`config.mk`:
```
export PLATFORM = sky130hd
export DESIGN_NAME = vcm_mult
export DESIGN_NICKNAME = d
export VERILOG_FILES = /design/src/rtl/vcm_pkg.sv /design/src/rtl/vcm_ha.sv /design/src/rtl/vcm_cell2.sv /design/src/rtl/vcm_rca.sv /design/src/rtl/vcm_node.sv /design/src/rtl/vcm_mult.sv
export SDC_FILE = /design/constraint.sdc
export NUM_CORES = 1
export LEC_CHECK = 0
export ABC_AREA = 1
export BUFFER_PORTS_ARGS = -buffer_cell sky130_fd_sc_hd__buf_2
export CORE_UTILIZATION = 52
export DETAILED_ROUTE_END_ITERATION = 10
export GPL_ROUTABILITY_DRIVEN = 0
export PLACE_DENSITY = 0.7
export SETUP_SLACK_MARGIN = 0.5
export SLEW_MARGIN = 10
export SYNTH_ARGS = -nofsm -noshare
export SYNTH_HDL_FRONTEND = slang
export SYNTH_SLANG_ARGS = --single-unit
```
`constraint.sdc`:
```
create_clock -name vclk -period 18.7
set_clock_uncertainty 0.15 [all_clocks]
set_input_delay 0.935 -clock vclk [all_inputs]
set_output_delay 0.935 -clock vclk [all_outputs]
set_load 0.02 [all_outputs]
```
`src/rtl/vcm_pkg.sv`:
```
package vcm_pkg;
  // Width at which the recursion stops and the base cell is used.
  localparam int VCM_LEAF_W = 2;

  // Half of a split width.
  function automatic int vcm_half(input int w);
    return w / 2;
  endfunction
endpackage

```
`src/rtl/vcm_ha.sv`:
```
module vcm_ha (
  input  logic x_i,
  input  logic y_i,
  output logic s_o,
  output logic c_o
);
  assign s_o = x_i ^ y_i;
  assign c_o = x_i & y_i;
endmodule

```
`src/rtl/vcm_cell2.sv`:
```
// Base 2x2 cell: four AND terms and two half adders.
module vcm_cell2 (
  input  logic [1:0] a_i,
  input  logic [1:0] b_i,
  output logic [3:0] p_o
);
  logic t_ll, t_hl, t_lh, t_hh;
  logic sum_mid, cy_mid, sum_hi, cy_hi;

  assign t_ll = a_i[0] & b_i[0];
  assign t_hl = a_i[1] & b_i[0];
  assign t_lh = a_i[0] & b_i[1];
  assign t_hh = a_i[1] & b_i[1];

  vcm_ha u_ha_mid (.x_i(t_hl),   .y_i(t_lh), .s_o(sum_mid), .c_o(cy_mid));
  vcm_ha u_ha_hi  (.x_i(cy_mid), .y_i(t_hh), .s_o(sum_hi),  .c_o(cy_hi));

  assign p_o = {cy_hi, sum_hi, sum_mid, t_ll};
endmodule

```
`src/rtl/vcm_rca.sv`:
```
// Ripple adder. With WITH_CARRY = 1 the result is one bit wider and
// its top bit is the carry out. With WITH_CARRY = 0 no top carry is built.
module vcm_rca #(
  parameter int W          = 8,
  parameter int WITH_CARRY = 1
) (
  input  logic [W-1:0]            x_i,
  input  logic [W-1:0]            y_i,
  output logic [W-1+WITH_CARRY:0] s_o
);
  localparam int CW = W + WITH_CARRY;

  logic [CW-1:0] cy;

  assign cy[0] = 1'b0;

  genvar i;
  generate
    for (i = 0; i < W; i++) begin : g_bit
      assign s_o[i] = x_i[i] ^ y_i[i] ^ cy[i];
      if (i < CW - 1) begin : g_cy
        assign cy[i+1] = (x_i[i] & y_i[i]) | (cy[i] & (x_i[i] ^ y_i[i]));
      end
    end
    if (WITH_CARRY != 0) begin : g_cout
      assign s_o[W] = cy[W];
    end
  endgenerate
endmodule

```
`src/rtl/vcm_node.sv`:
```
// One level of the recursion: four half-size products and three W-bit adders.
module vcm_node #(
  parameter int W = 16
) (
  input  logic [W-1:0]   a_i,
  input  logic [W-1:0]   b_i,
  output logic [2*W-1:0] p_o
);
  localparam int H = vcm_pkg::vcm_half(W);

  generate
    if (W == vcm_pkg::VCM_LEAF_W) begin : g_leaf
      vcm_cell2 u_cell (.a_i(a_i), .b_i(b_i), .p_o(p_o));
    end else begin : g_split
      logic [W-1:0] pp_ll, pp_hl, pp_lh, pp_hh;
      logic [W:0]   cross_sum;
      logic [W:0]   mid_sum;
      logic [W-1:0] top_sum;
      logic         fold_cy;

      vcm_node #(.W(H)) u_ll (.a_i(a_i[H-1:0]), .b_i(b_i[H-1:0]), .p_o(pp_ll));
      vcm_node #(.W(H)) u_hl (.a_i(a_i[W-1:H]), .b_i(b_i[H-1:0]), .p_o(pp_hl));
      vcm_node #(.W(H)) u_lh (.a_i(a_i[H-1:0]), .b_i(b_i[W-1:H]), .p_o(pp_lh));
      vcm_node #(.W(H)) u_hh (.a_i(a_i[W-1:H]), .b_i(b_i[W-1:H]), .p_o(pp_hh));

      // First adder: the two cross products.
      vcm_rca #(.W(W), .WITH_CARRY(1)) u_add_cross (
        .x_i(pp_hl),
        .y_i(pp_lh),
        .s_o(cross_sum)
      );

      // Second adder: cross sum plus the zero-extended upper half of low*low.
      vcm_rca #(.W(W), .WITH_CARRY(1)) u_add_mid (
        .x_i(cross_sum[W-1:0]),
        .y_i({{H{1'b0}}, pp_ll[W-1:H]}),
        .s_o(mid_sum)
      );

      // Both carries sit at the same weight and cannot both be set.
      assign fold_cy = cross_sum[W] | mid_sum[W];

      // Third adder: high*high plus the upper half of the middle sum and the carry.
      vcm_rca #(.W(W), .WITH_CARRY(0)) u_add_top (
        .x_i(pp_hh),
        .y_i({{(H-1){1'b0}}, fold_cy, mid_sum[W-1:H]}),
        .s_o(top_sum)
      );

      assign p_o = {top_sum, mid_sum[H-1:0], pp_ll[H-1:0]};
    end
  endgenerate
endmodule

```
`src/rtl/vcm_mult.sv`:
```
module vcm_mult #(
  parameter int WIDTH = 16
) (
  input  logic [WIDTH-1:0]   opa_i,
  input  logic [WIDTH-1:0]   opb_i,
  output logic [2*WIDTH-1:0] prod_o
);
  vcm_node #(.W(WIDTH)) u_root (
    .a_i(opa_i),
    .b_i(opb_i),
    .p_o(prod_o)
  );
endmodule

```
### Yosys cells after proc, flatten, opt, wreduce, memory -nomap -nowiden

Cells that the tools add are included.

| word-level totals | value |
|---|---|
| memories | 0 |
| ROM bits | 0 |
| RAM bits | 0 |
| output and inout bits | 32 |
| bits in latches | 0 |
| bits in registers | 0 |
| logic and storage cells | 1,730 |
| input port bits | 32 |

| cells by class | value |
|---|---|
| divide/modulo/power cells | 0 |
| bitwise operators | 1,730 |
| shifts and indexed selects | 0 |
| eq/ne operators | 0 |
| muxes and demuxes | 0 |
| magnitude comparators | 0 |
| reduce and logical (&&, ||, !) cells | 0 |
| $mul | 0 |
| add/sub/neg operators | 0 |

Operator list:

| kind | count |
|---|---|
| AND 1 bit | 881 |
| bitwise XOR 1 bit | 646 |
| bitwise OR 1 bit | 203 |

### Depth between registers and ports, before layout

Gate-level depths: netlist (run 1).

| logic depth | value |
|---|---|
| depth after elaboration | 63 |
| gate-level depth with buffers | 55 |
| mapped depth without buffers | 53 |

### Cells and area by module

A second synthesis (run 1) with hierarchy kept.

| second synthesis, totals | value |
|---|---|
| cells, all modules | 1,946 |
| area total of the unflattened synthesis | 14,094.8 um2 |

By module, submodules not included:

| module | instances | area each (um2) | cells each |
|---|---|---|---|
| vcm_cell2 | 64 | 60.1 | 12 |
| vcm_rca at u_root.g_split.u_hh.g_split.u_hh.g_split.u_add_cross ... | 32 | 110.1 | 14 |
| vcm_ha | 128 | 12.5 | 1 |
| vcm_rca at u_root.g_split.u_hh.g_split.u_add_cross ... | 8 | 190.2 | 18 |
| vcm_rca at u_root.g_split.u_hh.g_split.u_ll.g_split.u_add_top ... | 13 | 92.6 | 13 |
| vcm_rca at u_root.g_split.u_add_cross ... | 2 | 350.3 | 26 |
| vcm_rca at u_root.g_split.u_hl.g_split.u_add_top ... | 3 | 191.4 | 22 |
| vcm_rca at u_root.g_split.u_add_top | 1 | 351.6 | 30 |
| vcm_node at u_root ... | 21 | 15.0 | 4 |
| vcm_rca at u_root.g_split.u_hh.g_split.u_hh.g_split.u_add_top ... | 3 | 90.1 | 12 |
| vcm_rca at u_root.g_split.u_hh.g_split.u_add_top | 1 | 188.9 | 21 |

### Worst setup path after synthesis (run 1)

Ideal clock, no wire load.

| timing | value |
|---|---|
| path kind | input -> output |
| start | input opa_i[3] |
| end | output prod_o[31] |
| stages | 52 |
| data required time | 17,615 ps |
| arrival time | 12,836 ps |
| setup slack | 4,779 ps |
| cells stage by stage | buf_6 > buf_6 > nand2_1 > inv_1 > ha_1 > fa_1 > fa_1 > inv_1 > fa_1 > inv_1 > ha_1 > fa_1 > fa_1 > fa_1 > inv_1 > fa_1 > inv_1 > ha_1 > [... 16 more ...] > fa_1 > fa_1 > fa_1 > fa_1 > fa_1 > fa_1 > fa_1 > ha_1 > ha_1 > ha_1 > ha_1 > ha_1 > ha_1 > inv_1 > nand2_1 > nand2_1 > nand2_1 > nand2_1 |

| on the way | value |
|---|---|
| longest elaborated chain between the ends | 63 |

RTL lines:

| element | line | source |
|---|---|---|
| start: declaration | vcm_mult.sv:4 | `input logic [WIDTH-1:0] opa_i,` |
| AND 1 bit | vcm_cell2.sv:11 | `assign t_hl = a_i[1] & b_i[0];` |
| bitwise XOR 1 bit | vcm_ha.sv:7 | `assign s_o = x_i ^ y_i;` |
| bitwise XOR 1 bit | vcm_rca.sv:20, vcm_rca.sv:22 |  |
| AND 1 bit or bitwise XOR 1 bit (tied branches) | vcm_rca.sv:22, vcm_rca.sv:20 |  |
| bitwise OR 1 bit or bitwise XOR 1 bit (tied branches) | vcm_rca.sv:22 | `assign cy[i+1] = (x_i[i] & y_i[i]) \| (cy[i] & (x_i[i] ^ y_i[i]));` |
| AND 1 bit | vcm_rca.sv:22 |  |
| bitwise OR 1 bit | vcm_rca.sv:22 |  |
| bitwise XOR 1 bit or AND 1 bit (tied branches) | vcm_rca.sv:20, vcm_rca.sv:22 |  |
| [... 42 more ...] | -- |  |
| AND 1 bit | vcm_rca.sv:22 |  |
| bitwise OR 1 bit | vcm_rca.sv:22 |  |
| AND 1 bit | vcm_rca.sv:22 |  |
| bitwise OR 1 bit | vcm_rca.sv:22 |  |
| AND 1 bit | vcm_rca.sv:22 |  |
| bitwise OR 1 bit (*) | vcm_rca.sv:22 |  |
| AND 1 bit (*) (6 in a row) | vcm_rca.sv:22 |  |
| bitwise XOR 1 bit (*) | vcm_rca.sv:20 | `assign s_o[i] = x_i[i] ^ y_i[i] ^ cy[i];` |
| end: declaration | vcm_mult.sv:6 | `output logic [2*WIDTH-1:0] prod_o` |

Every way passes the cells marked *; elsewhere a longest branch is shown, timed or not.

### Worst setup path after layout (run 1)

| timing | value |
|---|---|
| start | input opb_i[2] |
| end | output prod_o[31] |

| on the way | value |
|---|---|
| longest elaborated chain between the ends | 63 |

RTL lines:

| element | line | source |
|---|---|---|
| start: declaration | vcm_mult.sv:5 | `input logic [WIDTH-1:0] opb_i,` |
| AND 1 bit | vcm_cell2.sv:11 |  |
| bitwise XOR 1 bit | vcm_ha.sv:7 |  |
| bitwise XOR 1 bit | vcm_rca.sv:20, vcm_rca.sv:22 |  |
| AND 1 bit or bitwise XOR 1 bit (tied branches) | vcm_rca.sv:22, vcm_rca.sv:20 |  |
| bitwise OR 1 bit or bitwise XOR 1 bit (tied branches) | vcm_rca.sv:22 |  |
| AND 1 bit | vcm_rca.sv:22 |  |
| bitwise OR 1 bit | vcm_rca.sv:22 |  |
| bitwise XOR 1 bit or AND 1 bit (tied branches) | vcm_rca.sv:20, vcm_rca.sv:22 |  |
| [... 42 more ...] | -- |  |
| AND 1 bit | vcm_rca.sv:22 |  |
| bitwise OR 1 bit | vcm_rca.sv:22 |  |
| AND 1 bit | vcm_rca.sv:22 |  |
| bitwise OR 1 bit | vcm_rca.sv:22 |  |
| AND 1 bit | vcm_rca.sv:22 |  |
| bitwise OR 1 bit (*) | vcm_rca.sv:22 |  |
| AND 1 bit (*) (6 in a row) | vcm_rca.sv:22 |  |
| bitwise XOR 1 bit (*) | vcm_rca.sv:20 |  |

Marks and branches as above.

==> impl_metrics.py, run 1 <==
metrics = {
    "timing": {
        "slew-limit-headroom": 0.7211,
        "tightest_slew_ns": 0.4183,
        "max_freq_mhz": 68.79,
        "fin_tns_setup_ns": 0,
        "final_hold_viol_count": 0,
        "rsz0062_at_grt": "no",
        "fin_crit_sh": 0.7773,
        "period_needed_ns": 14.54,
        "setup_violations": 0,
        "slew_viol_final": 0,
    },
    "setup_path": {
        "worstPathMaxFanout": 16,
        "cpPeakStageDelay_ns": 0.49,
        "cp.arrival_ns": 13.45,
        "critPathBufInv": 11,
        "worst_path_dominant_cell_family": "adder cells",
        "worstPathRequired_ns": 17.62,
        "crit_start": "opb_i[2]",
        "crit_path_start_kind": "input port",
        "cp_slowest_cell": "fa_1",
        "crit_type": "input port to primary output",
        "cp-end-kind": "primary output",
        "cp_common_cell": "fa_1",
    },
    "drt": {
        "initialDrtViolationCount": 246,
        "ant_nets": 0,
        "dr_wl_met3_um": 600,
        "wirelength_um": 20300,
        "vias_per_cell": 4.458,
        "vias": 7597,
        "drt_pass1_iterations": 5,
        "wl_per_cell_um": 11.91,
        "top_layer_used": "met4",
        "wl_met2_um": 10210,
        "met1Wirelength_um": 9277,
        "drc": 0,
    },
    "global_routing": {
        "overflow": 0,
        "grtUsageTotal": 0.1993,
        "grt_max_degree": 17,
        "grt_pass1_vias": 7640,
        "grt_pass1_wl_um": 35510,
        "antenna_found_initial": 0,
    },
    "placed_design": {
        "dp_hpwl_um": 17710,
        "portBuffers": 64,
        "place_area_um2": 11110,
    },
    "logic_synthesis": {
        "synth_area_leaders": "fa_1, ha_1, inv_1",
        "synth_top_cell_by_area": "fa_1",
        "synth_seq_area_share": 0,
        "synth_top_area_share": 0.3261,
        "yosysUniqueCellTypes": 11,
        "avgSynthCellArea_um2": 7.808,
        "yosysWarnings": 0,
        "synthCells": 1431,
        "syn-cell-area_um2": 11170,
        "syn_nets": 1906,
    },
    "clock_network": {
        "hold_buffers": 0,
        "post_cts_buffers": 0,
        "post_cts_resized": 0,
    },
    "final_layout": {
        "final_common_cell": "inv_1",
        "nFillCells": 1999,
        "design_area_um2": 11110,
        "drive_gt1_frac": 0.04479,
        "design.seq.count": 0,
        "layout_common_cells": "inv_1, nand2_1, ha_1, fa_1, buf_2",
        "layout.nets": 1906,
        "nClkBuffers": 0,
        "seq_area_um2": 0,
        "antenna_cells": 0,
        "area_delta_synth_final_pct": -0.6043,
    },
    "die": {
        "io_pins": 64,
        "fp.coreArea_um2": 21020,
        "initial_core_util": 0.5315,
        "fp-row-count": 53,
        "die_y_um": 148.6,
        "die_area_um2": 22080,
        "die_w_um": 148.6,
    },
    "hold_path": {
        "worstHoldStart": "opa_i[0]",
        "hp-class": "input port to primary output",
    },
    "outcome": {
        "status": "complete, no violations",
    },
    "run": {
        "cap_violations": 0,
    },
}
[final cells by class]
class | count | area [um2] | share of cell area
Tap cell | 275 | 344.1 | 0.03098
Multi-Input combinational cell | 763 | 8182 | 0.7367
Timing Repair Buffer | 64 | 320.3 | 0.02884
Inverter | 602 | 2260 | 0.2035
[stage by stage]
step	worst slack, ns	util	cells	hold slack [ns]
floorplan	4.779	-	1431	2.123
global placement	4.308	0.5283	1704	2.163
detailed placement	4.123	0.5283	1704	2.167
CTS	4.106	0.5283	1704	2.168
global route	3.505	0.5283	1704	2.216
finish	4.164	0.5283	1704	2.166
[routing by layer]
metal  GRT usage  vias up
met5           0        -
met1      0.2718     3585
met4     0.01804        0
met2      0.3647      109
li1            -     3889
met3    0.003681       14
[path summary, 6_finish.rpt]
path,cells past startpoint,endpoint
hold / removal,4,prod_o[0]
setup / recovery,50,prod_o[31]
[synth_stat cells]
library cell / count
ha_1: 261
buf_6: 63
xor2_1: 11
xnor2_1: 2
buf_4: 3
nand3b_1: 1
fa_1: 182
nor2_1: 18
inv_1: 602
nand3_1: 2
nand2_1: 286
[logic make-up (layout without fill, tap and decap cells)]
group | after synthesis | in the layout | synth area share
simple gates | 307 | 307 | 0.1037
fa+ha+maj | 443 | 443 | 0.6184
xor+xnor | 13 | 13 | 0.01019
buf+inv | 668 | 666 | 0.2677
Power of run 1 is left out: the tool's default activity adds up to more than one toggle a clock period on the data nets, which glitch-free logic cannot reach.
==> inputs of run 2 (changes only) <==
==> constraint.sdc (replaced) <==
create_clock -name vclk -period 13.85
set_clock_uncertainty 0.15 [all_clocks]
set_input_delay 0.6925 -clock vclk [all_inputs]
set_output_delay 0.6925 -clock vclk [all_outputs]
set_load 0.02 [all_outputs]
==> impl_metrics.py, run 2 (synthesized netlist as in run 1, its figures left out) <==
metrics = {
    "die": {
        "io_pins": 64,
        "die_area_um2": 22080,
        "die_y_um": 148.6,
        "die_w_um": 148.6,
        "fp.coreArea_um2": 21020,
        "fp-row-count": 53,
        "initial_core_util": 0.5315,
    },
    "clock_network": {
        "post_cts_buffers": 0,
    },
    "drt": {
        "dr_wl_met3_um": 622,
        "vias": 7745,
        "drc": 0,
        "wirelength_um": 21200,
        "wl_per_cell_um": 12.31,
        "ant_nets": 0,
        "met1Wirelength_um": 9415,
        "vias_per_cell": 4.498,
        "wl_met2_um": 10910,
        "initialDrtViolationCount": 325,
        "drt_pass1_iterations": 5,
        "top_layer_used": "met4",
    },
    "placed_design": {
        "dp_cells": 1721,
        "dp_hpwl_um": 18320,
        "portBuffers": 64,
    },
    "global_routing": {
        "grtUsageTotal": 0.2070,
        "grt_pass1_wl_um": 37100,
        "antenna_found_initial": 1,
        "grt_pass1_vias": 8036,
        "overflow": 0,
        "grt_max_degree": 17,
    },
    "timing": {
        "slew-limit-headroom": 0.7303,
        "fin_crit_sh": 0.9493,
        "tightest_slew_ns": 0.4046,
        "setup_violations": 0,
        "fin_tns_setup_ns": 0,
        "holdWs_ns": 1.736,
        "rsz0062_at_grt": "yes",
        "final_hold_viol_count": 0,
        "period_needed_ns": 13.15,
        "max_freq_mhz": 76.06,
        "slew_viol_final": 0,
    },
    "setup_path": {
        "cpPeakStageDelay_ns": 0.50,
        "cp-end-kind": "primary output",
        "cp_common_cell": "fa_2",
        "crit_type": "input port to primary output",
        "cp.arrival_ns": 12.30,
        "crit_start": "opb_i[0]",
        "critPathBufInv": 12,
        "worstPathRequired_ns": 13.01,
        "cp_slowest_cell": "fa_1",
        "worstPathMaxFanout": 3,
        "crit_path_start_kind": "input port",
        "worst_path_dominant_cell_family": "adder cells",
    },
    "outcome": {
        "status": "complete, no violations",
    },
    "final_layout": {
        "seq_area_um2": 0,
        "instances_no_fill": 1722,
        "nClkBuffers": 0,
        "drive_gt1_frac": 0.09682,
        "layout.nets": 1923,
        "layout_common_cells": "inv_1, nand2_1, ha_1, fa_1, buf_2",
        "design.seq.count": 0,
        "area_delta_synth_final_pct": 2.945,
        "final_common_cell": "inv_1",
    },
    "hold_path": {
        "hp-class": "input port to primary output",
        "worstHoldStart": "opa_i[0]",
    },
    "run": {
        "cap_violations": 0,
    },
}
[run 2: what timing repair did]
| item | 4_1_cts | 5_1_grt |
|---|---|---|
| gates resized for setup | 24 | 45 |
| hold buffers | 0 | 0 |
| gates cloned | 0 | 0 |
| setup endpoints to repair | 4 | 3 |
| pin swaps | 10 | 36 |
[run 2: area by class of cell]
type | instances | area, um2
multi-input cells | 763 | 8432
diodes | 1 | 2.502
well taps | 275 | 344.1
repair buffers | 81 | 464.2
inverters | 602 | 2260
fillers | 1943 | 9519
[run 2: tightest hold or removal path, cell delays in order]
cell and delay [ns]:
buf_2 0.11, buf_4 0.14, nand2_1 0.06, inv_1 0.04, buf_2 0.15
[run 2: layer usage]
metal	up-vias	GRT usage
met5	-	0
met3	11	0.01074
met2	100	0.3850
li1	3926	-
met1	3708	0.2715
met4	0	0.02165
[run 2: per-stage QoR]
step           setup WS (ns)    util  area [um2]
6_report              0.7027  0.5472       11500
2_1_floorplan         0.5237       -       11180
4_1_cts               0.5020  0.5383       11320
3_3_place_gp          0.1405  0.5347       11240
5_1_grt               0.3704  0.5471       11500
3_5_place_dp        -0.08019  0.5347       11240
[run 2: path summary, 6_finish.rpt]
kind	slack (ns)	endpoint	cells after the start
setup / recovery	0.70	prod_o[31]	52
hold / removal	1.74	prod_o[0]	5
Power of run 2 is left out for the same reason.
